File: config.mk
export PLATFORM = sky130hd
export DESIGN_NAME = pcm_rx
export DESIGN_NICKNAME = d
export VERILOG_FILES = /design/src/rtl/pcm_rx.sv
export SDC_FILE = /design/constraint.sdc
export NUM_CORES = 1
export LEC_CHECK = 0
export CAP_MARGIN = 20
export CORE_MARGIN = 2
export CORE_UTILIZATION = 30
export CTS_CLUSTER_DIAMETER = 100
export DETAILED_ROUTE_END_ITERATION = 7
export PLACE_DENSITY = 0.6
export SYNTH_ARGS = -nofsm -noshare
export SYNTH_HDL_FRONTEND = slang
export SYNTH_SLANG_ARGS = --single-unit
File: constraint.sdc
create_clock -name clk -period 2.4 [get_ports clk]
set_input_delay 0.72 -clock clk [delete_from_list [all_inputs] [get_ports clk]]
set_output_delay 0.72 -clock clk [all_outputs]
set_load 0.05 [all_outputs]
File: src/rtl/pcm_rx.sv
module pcm_rx #(
  parameter int BCLK_DIV    = 16,
  parameter int FRAME_BITS  = 32,
  parameter int SAMPLE_BITS = 8
) (
  input  logic                   clk,
  input  logic                   rst_n,
  input  logic                   sdin,
  output logic                   bclk,
  output logic                   fsync,
  output logic [SAMPLE_BITS-1:0] mag,
  output logic                   mag_vld
);
  localparam int HALF = BCLK_DIV / 2;
  localparam int MW   = $clog2(BCLK_DIV);
  localparam int FW   = $clog2(FRAME_BITS);

  logic [MW-1:0]          mcnt;
  logic [FW-1:0]          bcnt;
  logic [SAMPLE_BITS-2:0] hist;

  wire mwrap  = (mcnt == MW'(BCLK_DIV - 1));
  wire bwrap  = (bcnt == FW'(FRAME_BITS - 1));
  wire smp    = (mcnt == MW'(HALF - 1));
  wire in_win = (bcnt < FW'(SAMPLE_BITS));
  wire lastb  = (bcnt == FW'(SAMPLE_BITS - 1));

  assign bclk  = (mcnt < MW'(HALF));
  assign fsync = (bcnt == '0);

  always_ff @(posedge clk or negedge rst_n) begin
    if (!rst_n) begin
      mcnt <= '0;
      bcnt <= '0;
    end else begin
      mcnt <= mwrap ? '0 : mcnt + 1'b1;
      if (mwrap) bcnt <= bwrap ? '0 : bcnt + 1'b1;
    end
  end

  always_ff @(posedge clk or negedge rst_n) begin
    if (!rst_n) begin
      hist    <= '0;
      mag     <= '0;
      mag_vld <= 1'b0;
    end else begin
      mag_vld <= 1'b0;
      if (smp && in_win) begin
        hist <= {hist[SAMPLE_BITS-3:0], sdin};
        if (lastb) begin
          mag     <= {hist[SAMPLE_BITS-3:0], sdin, 1'b0};
          mag_vld <= 1'b1;
        end
      end
    end
  end
endmodule

; ---- After elaboration in Yosys (flattened, before gate mapping)
; Index checks and enable logic that the tools add are counted.
[totals]
latch_bits = 0
rom_bits = 0
out_inout_bits = 11
ramBits = 0
in_bits = 3
elab_cells = 20
memories = 0
reg_bits = 23
[op_classes]
n_addsub = 2
n_mux = 4
bitwise = 0
eq_ne = 4
mul = 0
n_div = 0
shift = 0
magnitude_cmp = 2
reduce_logical = 3
[op_table]
columns = cell, n
row1 = "adder 5 x 1 -> 5 bit, second input constant", 1
row2 = "== test 5 x 3 -> 1 bit, second input constant", 1
row3 = "== test 5 bit, second input constant", 1
row4 = logical NOT 5 bit, 1
row5 = "less-than comparator 5 x 4 -> 1 bit, second input constant", 1
row6 = 2-to-1 mux 5 bit, 1
row7 = "adder 4 x 1 -> 4 bit, second input constant", 1
row8 = "== test 4 x 3 -> 1 bit, second input constant", 1
row9 = "== test 4 bit, second input constant", 1
row10 = "less-than comparator 4 bit, second input constant", 1
row11 = 2-to-1 mux 4 bit, 1
row12 = 2-to-1 mux 1 bit, 2
row13 = AND reduction 2 bit, 1
row14 = logical AND 1 bit, 1

; ---- Depth between registers and ports, before layout
[depth]
word_depth = 3
depth_mapped = 6
ltp_nobuf = 6

; ---- Worst setup path before layout
; Ideal clock, no wire load.
[synth_path]
kind = register to output
from = reg bcnt[0]
to = out fsync
arrival_time_ns = 2.185
n_path_buf = 0
path_slack_ns = -0.505
required_time_ns = 1.680
path_stages_with_launch = 4
path_cell_list = dfrtp_1 > inv_1 > ha_1 > nor4b_1
[synth_between]
elab_chain_len = 1
[synth_lines]
columns = element, line_no
row1 = "start, declared", 19  ; logic [FW-1:0] bcnt;
row2 = "start signal, assigned", 37  ; if (mwrap) bcnt <= bwrap ? '0 : bcnt + 1'b1;
row3 = logical NOT 5 bit, 29  ; assign fsync = (bcnt == '0);
row4 = "end, declared", 10  ; output logic fsync,
; No other way between the ends.

; ---- Final worst setup path
; Same ends and word-level chain as after synthesis.

==> impl_results.md <==
* Post-route design area at 0.00122 mm2
* Via-per-instance ratio at 4.44
* Die width at 62.3 um
* Detailed placer's ending HPWL at 1.18 mm
* Static power due to leakage at 0.587 nW
* Layout overhead on the synthesized area at 19.9%
* Post-cts gate resize count at 0
* Maximum level of the CTS H-tree at 1
* TNS Setup at 0 ps
* Clock buffer count from CTS at 3
* First-pass GRT wire length at 2.66 mm
* Count of boundary I/O pins at 14
* DRC violations left at 0
* Worst-case headroom to the max-slew limit at 61.3%
* Initial Util at 30.8%
* Number of antenna violations at the first check in global routing at 0
* Count of antenna diodes in the layout at 0
* WHS at 502 ps
* Final setup violation count at 0
* Largest net degree at the start of global routing at 24
* Placed Cells at 129
* Number of violations reported at the end of detailed-routing iteration 0 at 7
* Clock tree from TritonCTS: built
* Synthesized instance count at 73
* Fill count at 341
* Number of buffers added to fix hold violations after cts at 0
* Max cap viols at 0
* Tcrit/Tclk final at 93.1%
* Number of nets with antenna violations after routing at 0
* Worst hold-check path type: flip-flop to flip-flop
* Most area-hungry cell type in the Yosys netlist: sky130_fd_sc_hd__dfrtp_1
* Mean routed wirelength per cell at 11.9 um
* Post-Route Utilization at 36.9%
* Number of register bits inferred by synthesis at 23
* Sequential element share of the synthesized area at 56.4%
* Max-slew violation count at 0
* Setup repair after global routing missed its margin: no
* Worst setup timing slack at the placement stage at 507 ps
* Total power after layout at 588 uW
* Critical Path AT at 1510 ps
* Synthesized area per cell at 14.0 um2
* Top area cells in the synthesized netlist: sky130_fd_sc_hd__dfrtp_1 56%, sky130_fd_sc_hd__mux2_2 15%, sky130_fd_sc_hd__ha_1 4.9%, sky130_fd_sc_hd__nor4_4 4.2%, sky130_fd_sc_hd__buf_4 2.2%
* Endpoint kind of the worst setup timing path: output port
* Area of the die at 0.00388 mm2
* Net count of the mapped netlist at 80
* Number of hold violations in the final report at 0
* Maximum operating frequency at 448 MHz
* Clock Tree Buf Depth at 2
* Clock edge transition at the registers on the reported setup and hold paths at 120 ps
* Final Worst Setup Slack at 166 ps
* Share of post-route cells with drive strength above 1 at 28.7%
* Number of cells in the finished layout apart from fillers at 133
* Vias in the first global route at 582
* Synth Warn # at 0
* Congestion Overflow GR at 0
* Post CTS Setup Buffer Count at 0
* Count of input and output buffers at 12
* PD cells at 481 mW/mm2
* Peak supply drop at 0.138 mV
* Status: complete, no violations
* Critical Path Source Type: flip-flop
* Critical setup path kind: flip-flop to output port
* Core box area at 0.00331 mm2
* RePlAce Congestion at 0.667
* DRT Pass-1 Iters at 3
* CTS root buf: sky130_fd_sc_hd__clkbuf_4
* Data required time at the worst endpoint at 1680 ps
* Final routed wirelength across all metal layers at 1.59 mm
* Post-synthesis cell type count at 26
* Latest clock arrival within the worst-skew pair at 310 ps
* Cell Area, Synth at 0.00102 mm2
* Final worst path period need at 2230 ps
* Transition time at the pin with the least slew margin at 577 ps
* DP Area at 0.00120 mm2
* Clk_skew at 2.17 ps
* Final-stage net count at 95
* Largest fanout of any net on the critical path at 5
* Via count at 591
* Share of the synthesized area in the top cell type at 56.4%
* Site Rows at 21
* Aggregate global-route resource usage at 8.71%
* Sink Count at 23
* Die Height at 62.3 um
[layout by cell type, fill, tap and decap left out]
master,Yosys,layout
sky130_fd_sc_hd__a31oi_1,1,1
sky130_fd_sc_hd__clkbuf_4,0,3
sky130_fd_sc_hd__conb_1,1,1
sky130_fd_sc_hd__clkbuf_1,0,1
sky130_fd_sc_hd__nand3_2,1,1
sky130_fd_sc_hd__nand4_2,1,1
sky130_fd_sc_hd__nor4b_2,0,1
sky130_fd_sc_hd__nand2b_1,1,1
sky130_fd_sc_hd__a22oi_1,1,1
sky130_fd_sc_hd__clkdlybuf4s50_1,0,10
sky130_fd_sc_hd__buf_12,0,1
sky130_fd_sc_hd__and3_1,1,1
sky130_fd_sc_hd__a41o_1,1,1
sky130_fd_sc_hd__nor2b_1,1,1
sky130_fd_sc_hd__a21oi_1,1,1
sky130_fd_sc_hd__nand3_1,1,1
sky130_fd_sc_hd__o41ai_1,1,1
sky130_fd_sc_hd__ha_1,4,4
sky130_fd_sc_hd__mux2_2,14,14
sky130_fd_sc_hd__xor2_1,1,1
sky130_fd_sc_hd__a21o_1,2,2
sky130_fd_sc_hd__dfrtp_1,23,23
sky130_fd_sc_hd__nor4_4,2,2
sky130_fd_sc_hd__o21ai_0,2,2
sky130_fd_sc_hd__or4b_1,1,1
sky130_fd_sc_hd__nor2_1,1,1
sky130_fd_sc_hd__nor3_1,1,1
sky130_fd_sc_hd__buf_4,3,2
sky130_fd_sc_hd__inv_1,3,3
sky130_fd_sc_hd__nand2_1,3,3
[synthesized netlist by cell type, drive strengths merged]
cell type	n
dfrtp	23
mux2	14
ha	4
buf	3
inv	3
nand2	3
a21o	2
nand3	2
nor4	2
o21ai	2
a21oi	1
a22oi	1
a31oi	1
a41o	1
and3	1
conb	1
nand2b	1
nand4	1
nor2	1
nor2b	1
nor3	1
nor4b	1
o41ai	1
or4b	1
xor2	1
[cell type report]
class / count / area [um2] / share of cell area [%]
sequential: 23 / 576 / 47.1
inverter: 3 / 11.3 / 0.921
multi-input combinational: 44 / 417 / 34.1
clock buffer: 4 / 26.3 / 2.15
timing repair buffer: 13 / 135 / 11.1
tap: 46 / 57.6 / 4.71
[logic make-up after synthesis]
group           synth area share [%]
flops                           56.4
simple gates                    12.5
mux                             15.5
compound gates                  6.13
buf+inv                         3.31
fa+ha+maj                       4.91
other cells                    0.368
xor+xnor                       0.859
[worst paths after layout]
| path | from | end | depth (start not counted) | slack [ps] |
|---|---|---|---|---|
| max | bcnt[0] | fsync | 4 | 170 |
| min | mcnt[0] | mcnt[0] | 1 | 500 |
| max reg2reg | mcnt[0] | mag[7] | 4 | 530 |
| min reg2reg | mcnt[0] | mcnt[0] | 1 | 500 |
| max in group asynchronous | rst_n | bcnt[1] | 2 | 1420 |
| min in group asynchronous | rst_n | mcnt[2] | 2 | 750 |
[registers in the layout, summed over array words and instances, names as in the netlist]
register and count:
bcnt 5, hist 6, mag_vld 1, mcnt 4
mag 7
[per-layer routing]
metal	track usage (%)	wire length [um]	vias up
li1	-	-	290
met1	10.2	750	290
met2	15.2	765	9
met3	2.36	49	2
met4	3.33	19	0
met5	0	0	-
[where the power goes]
part,total (mW),switching [mW],internal [mW]
clock,0.179,0.114,0.0649
sequential,0.392,0.00170,0.390
combinational,0.0176,0.0118,0.00581
total,0.588,0.127,0.461
[critical path, stage by stage (launching register included)]
cell                      delay, ps
sky130_fd_sc_hd__dfrtp_1        450
sky130_fd_sc_hd__inv_1           80
sky130_fd_sc_hd__ha_1           140
sky130_fd_sc_hd__nor4b_2        350
sky130_fd_sc_hd__buf_12         190
Power figures use the tool's default switching activity.
